==> src/rtl/ivc_pkg.sv <==
package ivc_pkg;
   localparam int unsigned VEC_PER_GRP = 32;
   localparam int unsigned MAX_GRP     = 8;
   localparam int unsigned ENA_BASE    = 'h20;
   localparam int unsigned MAP_LIMIT   = 'h40;

   typedef enum logic [1:0] {
      BANK_STAT = 2'd0,
      BANK_ENA  = 2'd1,
      BANK_NONE = 2'd2
   } bank_e;

   typedef struct packed {
      bank_e      bank;
      logic [2:0] idx;
   } reg_sel_t;
endpackage

==> src/rtl/ivc_edge_cap.sv <==
module ivc_edge_cap #(
   parameter int unsigned WIDTH = 32
) (
   input  logic             clk,
   input  logic             rst_n,
   input  logic [WIDTH-1:0] line_i,
   output logic [WIDTH-1:0] rise_o
);
   logic [WIDTH-1:0] last_q;

   always_ff @(posedge clk) begin
      if (!rst_n) last_q <= '0;
      else        last_q <= line_i;
   end

   assign rise_o = line_i & ~last_q;
endmodule

==> src/rtl/ivc_group.sv <==
module ivc_group #(
   parameter int unsigned WIDTH = 32
) (
   input  logic             clk,
   input  logic             rst_n,
   input  logic [WIDTH-1:0] rise_i,
   input  logic             ack_we_i,
   input  logic             ena_we_i,
   input  logic [WIDTH-1:0] wdata_i,
   output logic [WIDTH-1:0] pend_o,
   output logic [WIDTH-1:0] ena_o,
   output logic             irq_o
);
   logic [WIDTH-1:0] pend_q, ena_q, ack_mask;

   assign ack_mask = ack_we_i ? wdata_i : '0;

   always_ff @(posedge clk) begin
      if (!rst_n) begin
         pend_q <= '0;
         ena_q  <= '0;
      end else begin
         pend_q <= (pend_q & ~ack_mask) | rise_i;
         if (ena_we_i) ena_q <= wdata_i;
      end
   end

   assign pend_o = pend_q;
   assign ena_o  = ena_q;
   assign irq_o  = |(pend_q & ena_q);
endmodule

==> src/rtl/ivc_regport.sv <==
module ivc_regport
   import ivc_pkg::*;
#(
   parameter int unsigned NUM_GROUPS = 8,
   parameter int unsigned ADDR_W     = 8,
   localparam int unsigned VW        = NUM_GROUPS * VEC_PER_GRP
) (
   input  logic                   clk,
   input  logic                   rst_n,
   input  logic                   valid_i,
   input  logic                   write_i,
   input  logic [ADDR_W-1:0]      addr_i,
   input  logic [VW-1:0]          pend_i,
   input  logic [VW-1:0]          ena_i,
   output logic [NUM_GROUPS-1:0]  ack_we_o,
   output logic [NUM_GROUPS-1:0]  ena_we_o,
   output logic [31:0]            rdata_o
);
   reg_sel_t    sel;
   logic [31:0] rd_val;
   logic        rd_req, wr_req;

   assign rd_req = valid_i && !write_i;
   assign wr_req = valid_i && write_i;

   always_comb begin
      sel.idx  = addr_i[4:2];
      sel.bank = BANK_NONE;
      if (addr_i[1:0] == 2'b00 && addr_i < ADDR_W'(MAP_LIMIT)) begin
         if (addr_i >= ADDR_W'(ENA_BASE)) sel.bank = BANK_ENA;
         else                             sel.bank = BANK_STAT;
      end
   end

   for (genvar g = 0; g < NUM_GROUPS; g++) begin : g_dec
      assign ack_we_o[g] = wr_req && sel.bank == BANK_STAT && sel.idx == 3'(g);
      assign ena_we_o[g] = wr_req && sel.bank == BANK_ENA  && sel.idx == 3'(g);
   end

   always_comb begin
      rd_val = '0;
      for (int g = 0; g < NUM_GROUPS; g++) begin
         if (sel.idx == 3'(g)) begin
            if (sel.bank == BANK_STAT)     rd_val = pend_i[g*VEC_PER_GRP +: VEC_PER_GRP];
            else if (sel.bank == BANK_ENA) rd_val = ena_i[g*VEC_PER_GRP +: VEC_PER_GRP];
         end
      end
   end

   always_ff @(posedge clk) begin
      if (!rst_n)      rdata_o <= '0;
      else if (rd_req) rdata_o <= rd_val;
      else             rdata_o <= '0;
   end
endmodule

==> src/rtl/ivc_top.sv <==
module ivc_top
   import ivc_pkg::*;
#(
   parameter int unsigned NUM_GROUPS = 8,
   parameter int unsigned ADDR_W     = 8,
   localparam int unsigned VW        = NUM_GROUPS * VEC_PER_GRP
) (
   input  logic                  clk,
   input  logic                  rst_n,
   input  logic [VW-1:0]         src_i,
   input  logic                  reg_valid,
   input  logic                  reg_write,
   input  logic [ADDR_W-1:0]     reg_addr,
   input  logic [31:0]           reg_wdata,
   output logic [31:0]           reg_rdata,
   output logic [NUM_GROUPS-1:0] parent_irq
);
   if (NUM_GROUPS < 1 || NUM_GROUPS > MAX_GRP) begin : g_bad_groups
      $error("ivc_top: NUM_GROUPS must lie in 1..8");
   end
   if (ADDR_W < 7) begin : g_bad_addr
      $error("ivc_top: ADDR_W must be at least 7");
   end

   logic [VW-1:0]         pend_flat, ena_flat, rise_flat;
   logic [NUM_GROUPS-1:0] ack_we, ena_we;

   for (genvar g = 0; g < NUM_GROUPS; g++) begin : g_grp
      ivc_edge_cap #(.WIDTH(VEC_PER_GRP)) u_cap (
         .clk    (clk),
         .rst_n  (rst_n),
         .line_i (src_i[g*VEC_PER_GRP +: VEC_PER_GRP]),
         .rise_o (rise_flat[g*VEC_PER_GRP +: VEC_PER_GRP])
      );
      ivc_group #(.WIDTH(VEC_PER_GRP)) u_grp (
         .clk      (clk),
         .rst_n    (rst_n),
         .rise_i   (rise_flat[g*VEC_PER_GRP +: VEC_PER_GRP]),
         .ack_we_i (ack_we[g]),
         .ena_we_i (ena_we[g]),
         .wdata_i  (reg_wdata),
         .pend_o   (pend_flat[g*VEC_PER_GRP +: VEC_PER_GRP]),
         .ena_o    (ena_flat[g*VEC_PER_GRP +: VEC_PER_GRP]),
         .irq_o    (parent_irq[g])
      );
   end

   ivc_regport #(.NUM_GROUPS(NUM_GROUPS), .ADDR_W(ADDR_W)) u_port (
      .clk      (clk),
      .rst_n    (rst_n),
      .valid_i  (reg_valid),
      .write_i  (reg_write),
      .addr_i   (reg_addr),
      .pend_i   (pend_flat),
      .ena_i    (ena_flat),
      .ack_we_o (ack_we),
      .ena_we_o (ena_we),
      .rdata_o  (reg_rdata)
   );
endmodule

==> config.mk <==
export PLATFORM = sky130hd
export DESIGN_NAME = ivc_top
export DESIGN_NICKNAME = d
export VERILOG_FILES = /design/src/rtl/ivc_pkg.sv /design/src/rtl/ivc_edge_cap.sv /design/src/rtl/ivc_group.sv /design/src/rtl/ivc_regport.sv /design/src/rtl/ivc_top.sv
export SDC_FILE = /design/constraint.sdc
export NUM_CORES = 2
export LEC_CHECK = 0
export BUFFER_PORTS_ARGS = -buffer_cell sky130_fd_sc_hd__buf_4
export CORE_MARGIN = 2
export CORE_UTILIZATION = 59
export CTS_CLUSTER_SIZE = 16
export DETAILED_ROUTE_END_ITERATION = 10
export GPL_TIMING_DRIVEN = 0
export PLACE_DENSITY = 0.86
export SETUP_SLACK_MARGIN = 0.3
export SLEW_MARGIN = 20
export SYNTH_ARGS = -nofsm -noshare
export SYNTH_HDL_FRONTEND = slang
export SYNTH_HIERARCHICAL = 1
export SYNTH_SLANG_ARGS = --single-unit
==> constraint.sdc <==
create_clock -name clk -period 2.8 [get_ports clk]
set_clock_uncertainty 0.15 [all_clocks]
set_input_delay 0.42 -clock clk [delete_from_list [all_inputs] [get_ports clk]]
set_output_delay 0.42 -clock clk [all_outputs]
set_load 0.03 [all_outputs]
==> results.md <==
* Max VDD drop at 0.000548 V
* CP max-delay cell: a211oi_1
* RSZ-0062 raised after global routing: true
* Critical Path RT at 3.12 ns
* CTS tree: built
* R2R depth at 5
* Syn Area/Cell at ~10 um^2
* Netlist Area Pre-Place at around 0.034 mm^2
* Crit path kind: in -> reg
* DRC viols at 0
* DR iter-0 viols at ~4600
* FF-to-FF Start: g_grp[3].u_grp/pend_o[8]$_SDFF_PN0_
* Die Y at about 250 um
* Crit Path Max Fanout at 10
* Final Power at 26.4 mW
* Final non-filler cell total at about 5000
* Critical Path Start: reg_addr[5]
* Critical Path Sink Type: flop
* Clock-pin slew on the worst setup and hold paths at 0.06 ns
* Core Rows at 88
* Outcome: complete, no violations
* Crit path cell chain: buf_4, buf_4, buf_4, mux2i_1, a21oi_1, o22ai_1, a211oi_1
* I/O pin cnt at 340
* Final period utilization at 0.978
* Multi-input gate area at about 0.018 mm^2
* Max Slew Vio Count at 0
* Fraction of layout cells with a size suffix above 1 at 0.262
* Area grow syn2layout at 28.0%
* GP Congestion at between 1 and 1.5
* Vias per cell at between 6 and 7
* CTS root buf: clkbuf_16
* Final setup fails at 0
* Final wirelength at roughly 150 mm
* Die X at between 200 and 250 um
* Setup tns final at 0 ns
* Core Area at ~0.058 mm^2
* WL/cell at between 30 and 40 um
* Distinct cells, synth at 69
* Die ar. at 0.0602 mm^2
* Commonest non-fill, non-tap cell in the layout: nor2b_1
* Initial DRT Pass Iterations at 8
* Seq/Total Area, Yosys at 0.466
* Initial antenna violation count at 8
* Worst min-delay path class: in -> reg
* Worst Path Buf+Inv at 3
* Number of routed nets with antenna violations at 0
* YS warnings at 6
* EDFF count, synth at 0
* Port bufs at 336
* GRT Total Usage at 0.487
* Vias in the first global route at ~32000
* First-pass GRT wire length at ~210 mm
* Leak Pwr at between 15 and 20 nW
* Cells after Synth at roughly 3500
* Maximum clock insertion buffer count at 3
* Filler cells at about 3500
* Minimum clock period after layout at 2.74 ns
* #FFs+latches synth at 800
* Reg area at roughly 0.016 mm^2
* Vias after detailed routing at approximately 32000
* Max Cap Viol at 0
* Slowest stage delay, CP at 0.58 ns
* CTS Sinks at 800
* Crit-path leading delay family: compound AO/OA/AOI/OAI gates
* Max Fclk at about 370 MHz
* Crit path top cell by count: buf_4
* Largest net degree at the start of global routing at 51
* Post-placement cell count at around 4600
* Num CTS Buffers at between 70 and 80
* HPWL after DPL at 93.8 mm
* Async SR Flop Fraction at 0
* Startpoint types: input pin
* Nets at approximately 4500
* Pwr Density at 600 mW/mm^2
* Setup slack, reg-to-reg at roughly 0.47 ns
* H-tree depth at 3
* Most frequent cells in the layout: nor2b_1, dfxtp_1, mux2i_1, buf_4, a21oi_1
* Worst-Margin Slew at 0.947 ns
* Worst path arrival time at slightly above 3 ns
* Initial Util at 0.597
* Hold path endpoint: g_grp[5].u_grp/pend_o[31]$_SDFF_PN0_
* GRT overflow at 0
* Worst Hold Launch: reg_wdata[31]
* Relative slew slack at 0.366
* Fin. Hold Viols at 0
* Ys flop type: dfxtp_1
* Final hold slack at between 0.15 and 0.2 ns
* Syn nets at about 3800
* WHS Path Cells at 4
* Reg2reg end: u_port/rdata_o[8]$_SDFF_PN0_
* Skew-Pair Late Insertion Delay at 0.65 ns
-- metal layers --
metal | global-route usage | vias to the layer above | part of all wire
met5 | 0.00980 | - | 0.00077
met4 | 0.359 | 8 | 0.087
met3 | 0.151 | 784 | 0.14
met2 | 0.724 | 2608 | 0.42
met1 | 0.595 | 15400 | 0.35
li1 | - | 13400 | -
-- sequential cells by signal, summed over array words and instances, names as in the netlist --
| signal | count |
|---|---|
| g_grp.u_grp/pend_o | 256 |
| g_grp.u_grp/ena_o | 256 |
| g_grp.u_cap/last_q | 256 |
| u_port/rdata_o | 32 |
-- cell usage after synthesis, types with 29 or more instances --
cell type,number,area share
mux4_2,30,0.020
buf_2,47,0.0068
o22ai_1,38,0.0069
and2_2,232,0.051
nand4_1,33,0.0060
nand2_1,277,0.030
and2_1,29,0.0053
nor2_1,51,0.0056
mux2i_1,401,0.12
a22oi_1,136,0.030
clkbuf_1,98,0.011
a21oi_1,294,0.043
mux2_2,30,0.0098
nor2b_1,775,0.14
dfxtp_1,800,0.47
-- through the flow --
stage	utilization	area, um^2	worst slack [ns]
global route	0.763	44000	0.136
finish	0.764	44000	0.0610
detailed placement	0.657	37800	-1.45
global placement	0.657	37800	-1.47
floorplan	-	34400	0.292
CTS	0.759	43700	0.174
-- final cells by class --
class	count	area share
antenna	8	0.000455
buffer	201	0.0245
clock buffer	113	0.0524
clock inverter	24	0.00689
inverter	2	0.000171
multi-input combinational	2493	0.405
sequential	800	0.368
tap	765	0.0218
timing repair buffer	618	0.121
-- power breakdown --
part           switching [mW]  leakage, nW  internal (mW)
logic                    1.73         8.62           1.35
clock network            4.65         1.29           6.28
registers               0.490         6.63           11.9
-- worst max-delay path by stage --
stage	endpoint	slack, ns	cells after the start
final	u_port/rdata_o[23]$_SDFF_PN0_	0.06	7
after global routing	parent_irq[5]	0.14	4
after CTS	parent_irq[3]	0.17	4
after detailed placement	g_grp[0].u_grp/pend_o[11]$_SDFF_PN0_	-1.45	9
after global placement	g_grp[0].u_grp/pend_o[29]$_SDFF_PN0_	-1.47	9
after floorplan	g_grp[1].u_grp/ena_o[10]$_SDFFE_PN0P_	0.29	10
-- worst min-delay path, stage by stage --
cell and delay [ns]:
buf_4 0.24, nand2_1 0.10, a21oi_1 0.06, nor2b_1 0.09
-- cells by family after synthesis --
family / Yosys count / synth area share
AND/OR/NAND/NOR: 1440 / 0.248
multiplexers: 477 / 0.152
buffers and inverters: 203 / 0.0296
flip-flops: 800 / 0.466
AO/OA/AOI/OAI: 576 / 0.104
-- what timing repair did --
item | in CTS | in global routing
hold endpoints to repair | 265 | 0
gates resized for setup | 176 | 85
setup buffers | 23 | 3
pin swaps | 56 | 32
endpoints found under the setup margin | 525 | 371
hold buffers | 256 | 0
gates cloned | 0 | 0
Power figures use the tool's default switching activity.
